--- config.mk ---
export PLATFORM = sky130hd
export DESIGN_NAME = can_bit_timer
export DESIGN_NICKNAME = d
export VERILOG_FILES = /design/src/rtl/cbt_pkg.sv /design/src/rtl/cbt_rx_sync.sv /design/src/rtl/cbt_phase_err.sv /design/src/rtl/cbt_seg_ctrl.sv /design/src/rtl/can_bit_timer.sv
export SDC_FILE = /design/constraint.sdc
export NUM_CORES = 1
export LEC_CHECK = 0
export BUFFER_PORTS_ARGS = -buffer_cell sky130_fd_sc_hd__buf_2
export CORE_UTILIZATION = 60
export DETAILED_ROUTE_END_ITERATION = 8
export GPL_TIMING_DRIVEN = 0
export PLACE_DENSITY = 0.9
export RECOVER_POWER = 25
export REMOVE_ABC_BUFFERS = 1
export SLEW_MARGIN = 10
export SYNTH_ARGS = -nofsm -noshare
export SYNTH_HDL_FRONTEND = slang
export SYNTH_SLANG_ARGS = --single-unit
--- constraint.sdc ---
create_clock -name clk -period 8.41 [get_ports clk]
set_input_delay 1.682 -clock clk [delete_from_list [all_inputs] [get_ports clk]]
set_output_delay 1.682 -clock clk [all_outputs]
set_load 0.05 [all_outputs]
--- src/rtl/cbt_pkg.sv ---
package cbt_pkg;
  typedef enum logic [1:0] {
    SEG_SYNC = 2'd0,
    SEG_PROP = 2'd1,
    SEG_PH1  = 2'd2,
    SEG_PH2  = 2'd3
  } seg_e;
endpackage

--- src/rtl/cbt_rx_sync.sv ---
module cbt_rx_sync #(
  parameter int   STAGES  = 2,
  parameter logic RST_VAL = 1'b1
) (
  input  logic clk,
  input  logic rst,
  input  logic din,
  output logic dout
);
  logic [STAGES-1:0] chain_q;

  generate
    if (STAGES == 1) begin : g_single
      always_ff @(posedge clk) begin
        if (rst) chain_q <= RST_VAL;
        else     chain_q <= din;
      end
    end else begin : g_multi
      always_ff @(posedge clk) begin
        if (rst) chain_q <= {STAGES{RST_VAL}};
        else     chain_q <= {chain_q[STAGES-2:0], din};
      end
    end
  endgenerate

  assign dout = chain_q[STAGES-1];
endmodule

--- src/rtl/cbt_phase_err.sv ---
// Phase error of an edge seen in the current quantum, and its clipped form.
module cbt_phase_err
  import cbt_pkg::*;
#(
  parameter int LEN_W = 4,
  parameter int SJW_W = 3
) (
  input  seg_e             seg,
  input  logic [LEN_W:0]   cnt,
  input  logic [LEN_W-1:0] prop_len,
  input  logic [LEN_W-1:0] ph2_len,
  input  logic [SJW_W-1:0] sjw,
  output logic [SJW_W-1:0] late_clip,
  output logic             early_full
);
  localparam int SW = LEN_W + 2;

  logic [SW-1:0] cnt_x, late_err, early_err, sjw_x;

  always_comb begin
    cnt_x = SW'(cnt);
    sjw_x = SW'(sjw);
    // quantum index within the bit: sync is 0, first prop quantum is 1
    if (seg == SEG_PROP) late_err = cnt_x + SW'(1);
    else                 late_err = SW'(prop_len) + cnt_x + SW'(1);
    // quanta left in the second buffer, the current one included
    early_err  = SW'(ph2_len) - cnt_x;
    late_clip  = (late_err > sjw_x) ? sjw : SJW_W'(late_err);
    early_full = (early_err <= sjw_x);
  end
endmodule

--- src/rtl/cbt_seg_ctrl.sv ---
// Segment sequencer with hard sync and limited resynchronization.
module cbt_seg_ctrl
  import cbt_pkg::*;
#(
  parameter int LEN_W = 4,
  parameter int SJW_W = 3
) (
  input  logic             clk,
  input  logic             rst,
  input  logic             tq_tick,
  input  logic             hard_en,
  input  logic             rx_s,
  input  logic [LEN_W-1:0] prop_len,
  input  logic [LEN_W-1:0] ph1_len,
  input  logic [LEN_W-1:0] ph2_len,
  input  logic [SJW_W-1:0] sjw,
  input  logic [SJW_W-1:0] late_clip,
  input  logic             early_full,
  output seg_e             seg,
  output logic [LEN_W:0]   cnt,
  output logic             sample_stb,
  output logic             rx_bit,
  output logic             bit_start
);
  localparam int CNT_W = LEN_W + 1;
  localparam int SW    = LEN_W + 2;

  seg_e             seg_q, seg_d;
  logic [CNT_W-1:0] cnt_q, cnt_d;
  logic [SJW_W-1:0] ext_q, ext_d, eff_ext;
  logic [SJW_W-1:0] cut_q, cut_d, eff_cut;
  logic             done_q, done_d;
  logic             rxb_q, samp_d, bst_d, samp_q, bst_q;
  logic             edge_ok, jump;
  logic [SW-1:0]    cnt_x, prop_end, ph1_end, ph2_end;

  always_comb begin
    edge_ok  = rxb_q && !rx_s && !done_q;
    seg_d    = seg_q;
    cnt_d    = cnt_q;
    ext_d    = ext_q;
    cut_d    = cut_q;
    done_d   = done_q;
    samp_d   = 1'b0;
    bst_d    = 1'b0;
    eff_ext  = ext_q;
    eff_cut  = cut_q;
    jump     = 1'b0;
    cnt_x    = SW'(cnt_q);
    prop_end = SW'(prop_len) - SW'(1);
    ph1_end  = '0;
    ph2_end  = '0;

    if (tq_tick) begin
      if (edge_ok && hard_en) begin
        // edge quantum becomes the sync quantum of a new bit
        seg_d  = SEG_PROP;
        cnt_d  = '0;
        ext_d  = '0;
        cut_d  = '0;
        done_d = 1'b1;
        bst_d  = 1'b1;
      end else begin
        if (edge_ok) begin
          done_d = 1'b1;
          case (seg_q)
            SEG_PROP, SEG_PH1: eff_ext = late_clip;
            SEG_PH2: begin
              if (early_full) jump = 1'b1;
              else            eff_cut = sjw;
            end
            default: ;
          endcase
        end
        ph1_end = SW'(ph1_len) + SW'(eff_ext) - SW'(1);
        ph2_end = SW'(ph2_len) - SW'(eff_cut) - SW'(1);
        ext_d   = eff_ext;
        cut_d   = eff_cut;

        if (jump) begin
          seg_d = SEG_PROP;
          cnt_d = '0;
          cut_d = '0;
          bst_d = 1'b1;
        end else begin
          case (seg_q)
            SEG_SYNC: begin
              seg_d = SEG_PROP;
              cnt_d = '0;
              bst_d = 1'b1;
            end
            SEG_PROP: begin
              if (cnt_x == prop_end) begin
                seg_d = SEG_PH1;
                cnt_d = '0;
              end else begin
                cnt_d = cnt_q + CNT_W'(1);
              end
            end
            SEG_PH1: begin
              if (cnt_x == ph1_end) begin
                seg_d  = SEG_PH2;
                cnt_d  = '0;
                ext_d  = '0;
                done_d = 1'b0;
                samp_d = 1'b1;
              end else begin
                cnt_d = cnt_q + CNT_W'(1);
              end
            end
            default: begin
              if (cnt_x == ph2_end) begin
                seg_d = SEG_SYNC;
                cnt_d = '0;
                cut_d = '0;
              end else begin
                cnt_d = cnt_q + CNT_W'(1);
              end
            end
          endcase
        end
      end
    end
  end

  always_ff @(posedge clk) begin
    if (rst) begin
      seg_q  <= SEG_SYNC;
      cnt_q  <= '0;
      ext_q  <= '0;
      cut_q  <= '0;
      done_q <= 1'b0;
      rxb_q  <= 1'b1;
      samp_q <= 1'b0;
      bst_q  <= 1'b0;
    end else begin
      seg_q  <= seg_d;
      cnt_q  <= cnt_d;
      ext_q  <= ext_d;
      cut_q  <= cut_d;
      done_q <= done_d;
      samp_q <= samp_d;
      bst_q  <= bst_d;
      if (samp_d) rxb_q <= rx_s;
    end
  end

  assign seg        = seg_q;
  assign cnt        = cnt_q;
  assign sample_stb = samp_q;
  assign bit_start  = bst_q;
  assign rx_bit     = rxb_q;
endmodule

--- src/rtl/can_bit_timer.sv ---
module can_bit_timer
  import cbt_pkg::*;
#(
  parameter int LEN_W       = 4,
  parameter int SJW_W       = 3,
  parameter int SYNC_STAGES = 2
) (
  input  logic             clk,
  input  logic             rst,
  input  logic             tq_tick,
  input  logic [LEN_W-1:0] prop_len,
  input  logic [LEN_W-1:0] ph1_len,
  input  logic [LEN_W-1:0] ph2_len,
  input  logic [SJW_W-1:0] sjw,
  input  logic             hard_en,
  input  logic             rx_in,
  output logic             sample_stb,
  output logic             rx_bit,
  output logic             bit_start
);
  logic             rx_s;
  seg_e             seg;
  logic [LEN_W:0]   cnt;
  logic [SJW_W-1:0] late_clip;
  logic             early_full;

  cbt_rx_sync #(.STAGES(SYNC_STAGES), .RST_VAL(1'b1)) u_sync (
    .clk  (clk),
    .rst  (rst),
    .din  (rx_in),
    .dout (rx_s)
  );

  cbt_phase_err #(.LEN_W(LEN_W), .SJW_W(SJW_W)) u_perr (
    .seg        (seg),
    .cnt        (cnt),
    .prop_len   (prop_len),
    .ph2_len    (ph2_len),
    .sjw        (sjw),
    .late_clip  (late_clip),
    .early_full (early_full)
  );

  cbt_seg_ctrl #(.LEN_W(LEN_W), .SJW_W(SJW_W)) u_ctrl (
    .clk        (clk),
    .rst        (rst),
    .tq_tick    (tq_tick),
    .hard_en    (hard_en),
    .rx_s       (rx_s),
    .prop_len   (prop_len),
    .ph1_len    (ph1_len),
    .ph2_len    (ph2_len),
    .sjw        (sjw),
    .late_clip  (late_clip),
    .early_full (early_full),
    .seg        (seg),
    .cnt        (cnt),
    .sample_stb (sample_stb),
    .rx_bit     (rx_bit),
    .bit_start  (bit_start)
  );
endmodule

==> results.md <==
* Status: complete, no violations
* Clock latency on the worst-skew pair at 0.30 ns
* Ant diodes at 0
* Initial DRC Count at 78
* Worst EP required at 8.61 ns
* Syn_area_per_cell at 8.15 sq um
* Wire length of the first global-routing pass at 7110 um
* Die area at 0.00371 sq mm
* Max Cap Viol at 0
* Most frequent cells in the layout: 30 x inv_1, 29 x ha_1, 19 x nand2_1, 19 x dfxtp_1, 18 x buf_2
* Critical path's top delay family: compound AO/OA/AOI/OAI gates
* Core region area at 0.00334 sq mm
* Min Clock Period, post-route at roughly 6.6 ns
* Largest net degree at the start of global routing at 12
* Post-Place Cells at 316
* Ys async rst share at 0
* Switching Fraction at 0.397
* Mapped Area at 0.00208 sq mm
* Worst-path clk slew at 0.09 ns
* Vias in the first global route at 1697
* Register area share after synthesis at 0.183
* Via count at 1891
* Arr. time, crit path at a little under 7 ns
* Final Cycle Share at 0.781
* Post-CTS Setup Bufs at 0
* Setup Skew at roughly 0.012 ns
* Seq cells post-synth at 19
* Worst hold path type: flip-flop to flip-flop
* EDFF count, synth at 0
* Final HPWL DP at 3590 um
* Overflow after GRT at 0
* NumNets Final at between 300 and 400
* Post-cts resize count at 0
* Internal at 0.000187 W
* Crit path max fanout at 3
* Dpl ws at 1.60 ns
* Area grow syn2layout at 7.64%
* Root buffer cell: clkbuf_4
* Initial Utilization at 0.623
* RSZ-0062 raised after global routing: false
* Gr busiest metal: met2
* Initial antenna violation count at 0
* Die H at roughly 61 um
* Final hold vios at 0
* CTS tree: yes
* CP Capture Type: flip-flop
* Sink Count at 19
* Clk pwr share at 0.145
* # rows at 21
* Post-Layout Cell Count at 320
* Final setup fails at 0
* Number of buffers created by CTS at 3
* Share of layout cells above drive strength 1 at 0.117
* Power Density at 139 mW/mm^2
* Relative slew slack at 0.467
* Final WL at 4420 um
* Slew Viols, Final at 0
* Static Leak at between 0.9 and 1 nW
* Switch Pwr at 0.000124 W
* Most common cell after layout, fill and taps aside: inv_1
* WL per Instance at roughly 14 um
* Flop pwr share at 0.337
* Post-synth cell types at 52
* H-Tree Depth at 1
* Total global routing track utilization at 0.256
* DRT Pass-1 Iters at 4
* Tightest Pin Transition at roughly 0.8 ns
* Post-route setup slack at 1.84 ns
* VDD IR max at 0.0887 mV
* Die X at around 60 um
* ANT nets after route at 0
* IO buf count at 22
* Via/cell ratio at 5.91
* Critical path launch point type: primary input
* Buf/Inv on CP at 4
* Max Fclk at 152 MHz
* Global routing usage on met3 at 0.0533
* Crit path max-delay cell type: fa_1
* Critical path cell sequence: buf_2 > inv_1 > ha_1 > inv_1 > fa_1 > mux2_2 > ha_1 > a21o_1 > a21oi_1 > a31oi_1 > a221o_1 > mux2i_1 > mux2_2 > ha_1 > inv_1 > fa_1 > xor2_1 > nand3_1 > a2111o_1 > o211ai_1 > a31o_2 > o211a_1 > o21ai_0 > a221oi_1
* # IOs at 23
* Final RePlAce weighted congestion at 0.868
* Hold-fix buffers at CTS at 0
* YS warnings at 0
* Number of remaining DRC errors at 0
* Type of the worst setup path: primary input to flip-flop
* Met2 Usage GRT at 0.421
* Clk buf depth at 2
* Final setup TNS at 0 ns
* Combinational Power Share at 0.517
* Ys flop type: dfxtp_1
* Global routing usage on met1 at 0.322
* CP max stage delay at around 0.44 ns
* Post-Synthesis Cells at 255
==> Yosys cell counts, types with 5 or more instances <==
| cell type | instances | area, sq um |
|---|---|---|
| inv_1 | 30 | 113 |
| ha_1 | 29 | 363 |
| dfxtp_1 | 19 | 380 |
| nand2_1 | 19 | 71.3 |
| o21ai_0 | 17 | 85.1 |
| xnor2_1 | 14 | 123 |
| a21oi_1 | 11 | 55.1 |
| nor2_1 | 11 | 41.3 |
| nor2b_1 | 8 | 50.1 |
| nand3_1 | 7 | 35.0 |
| xor2_1 | 7 | 61.3 |
| clkbuf_1 | 6 | 22.5 |
| mux2i_1 | 5 | 50.1 |
| nor3_1 | 5 | 25.0 |
| o211ai_1 | 5 | 37.5 |
==> worst reg2reg max path: cells and delay by family (launching register included) <==
kind,cells,cell delay [ns]
DFF,1,0.55
muxes,3,0.76
and+or+nand+nor,1,0.19
AOI/OAI and AO/OA,10,2.07
adders and majority gates,5,1.50
xor gates and xnor gates,1,0.28
buffers and inverters,3,0.25
==> per-layer routing <==
layer,vias to the layer above,share of wire
met2,65,0.46
met4,0,0.031
met1,859,0.46
met3,15,0.048
li1,952,-
met5,-,0
==> stage by stage <==
step / util / hold slack [ns] / instance area (sq um) / power (W)
after global routing: 0.671 / 0.465 / 2240 / 0.000337
after detailed placement: 0.664 / 0.423 / 2220 / 0.000265
final: 0.671 / 0.445 / 2240 / 0.000311
after global placement: 0.664 / 0.398 / 2220 / 0.000259
after floorplan: - / 0.389 / 2050 / 0.000227
after CTS: 0.672 / 0.448 / 2240 / 0.000311
==> layout make-up <==
class,count,area (sq um)
Fill cell,294,1100
Clock buffer,4,26.3
Sequential cell,19,380
Inverter,30,113
Tap cell,46,57.6
Timing Repair Buffer,22,105
Multi-Input combinational cell,199,1560
==> logic make-up after synthesis <==
family | after synthesis | synth area share
XOR/XNOR | 21 | 0.0884
multiplexers | 8 | 0.0403
buffers and inverters | 37 | 0.0686
flip-flops | 19 | 0.183
AND/OR/NAND/NOR | 73 | 0.187
adder cells (fa/ha/maj) | 33 | 0.213
AO/OA/AOI/OAI | 64 | 0.220
==> path summary, 6_finish.rpt <==
path,slack [ns],depth (start not counted),from,end
worst max-delay path,1.84,24,prop_len[0],u_ctrl.seg[0]
worst min-delay path,0.44,1,u_sync.chain_q[0],u_sync.chain_q[1]
worst max register to register,2.69,23,u_ctrl.cnt[0],u_ctrl.seg[0]
worst min register to register,0.44,1,u_sync.chain_q[0],u_sync.chain_q[1]
==> power groups by stage <==
stage / Combinational, W / Clock, W / Sequential, W
detailed placement: 0.000158 / 0 / 0.000107
CTS: 0.000160 / 0.0000468 / 0.000105
finish: 0.000161 / 0.0000451 / 0.000105
global route: 0.000180 / 0.0000509 / 0.000106
global placement: 0.000152 / 0 / 0.000106
floorplan: 0.000120 / 0 / 0.000107
==> flip-flops by register name (all words and copies together) (netlist names) <==
register / flops
u_sync.chain_q: 2
u_ctrl.ext_q: 3
u_ctrl.cut_q: 3
u_ctrl.bit_start: 1
u_ctrl.done_q: 1
u_ctrl.rx_bit: 1
u_ctrl.seg: 2
u_ctrl.sample_stb: 1
u_ctrl.cnt: 5
(Power assumes the default switching activity.)
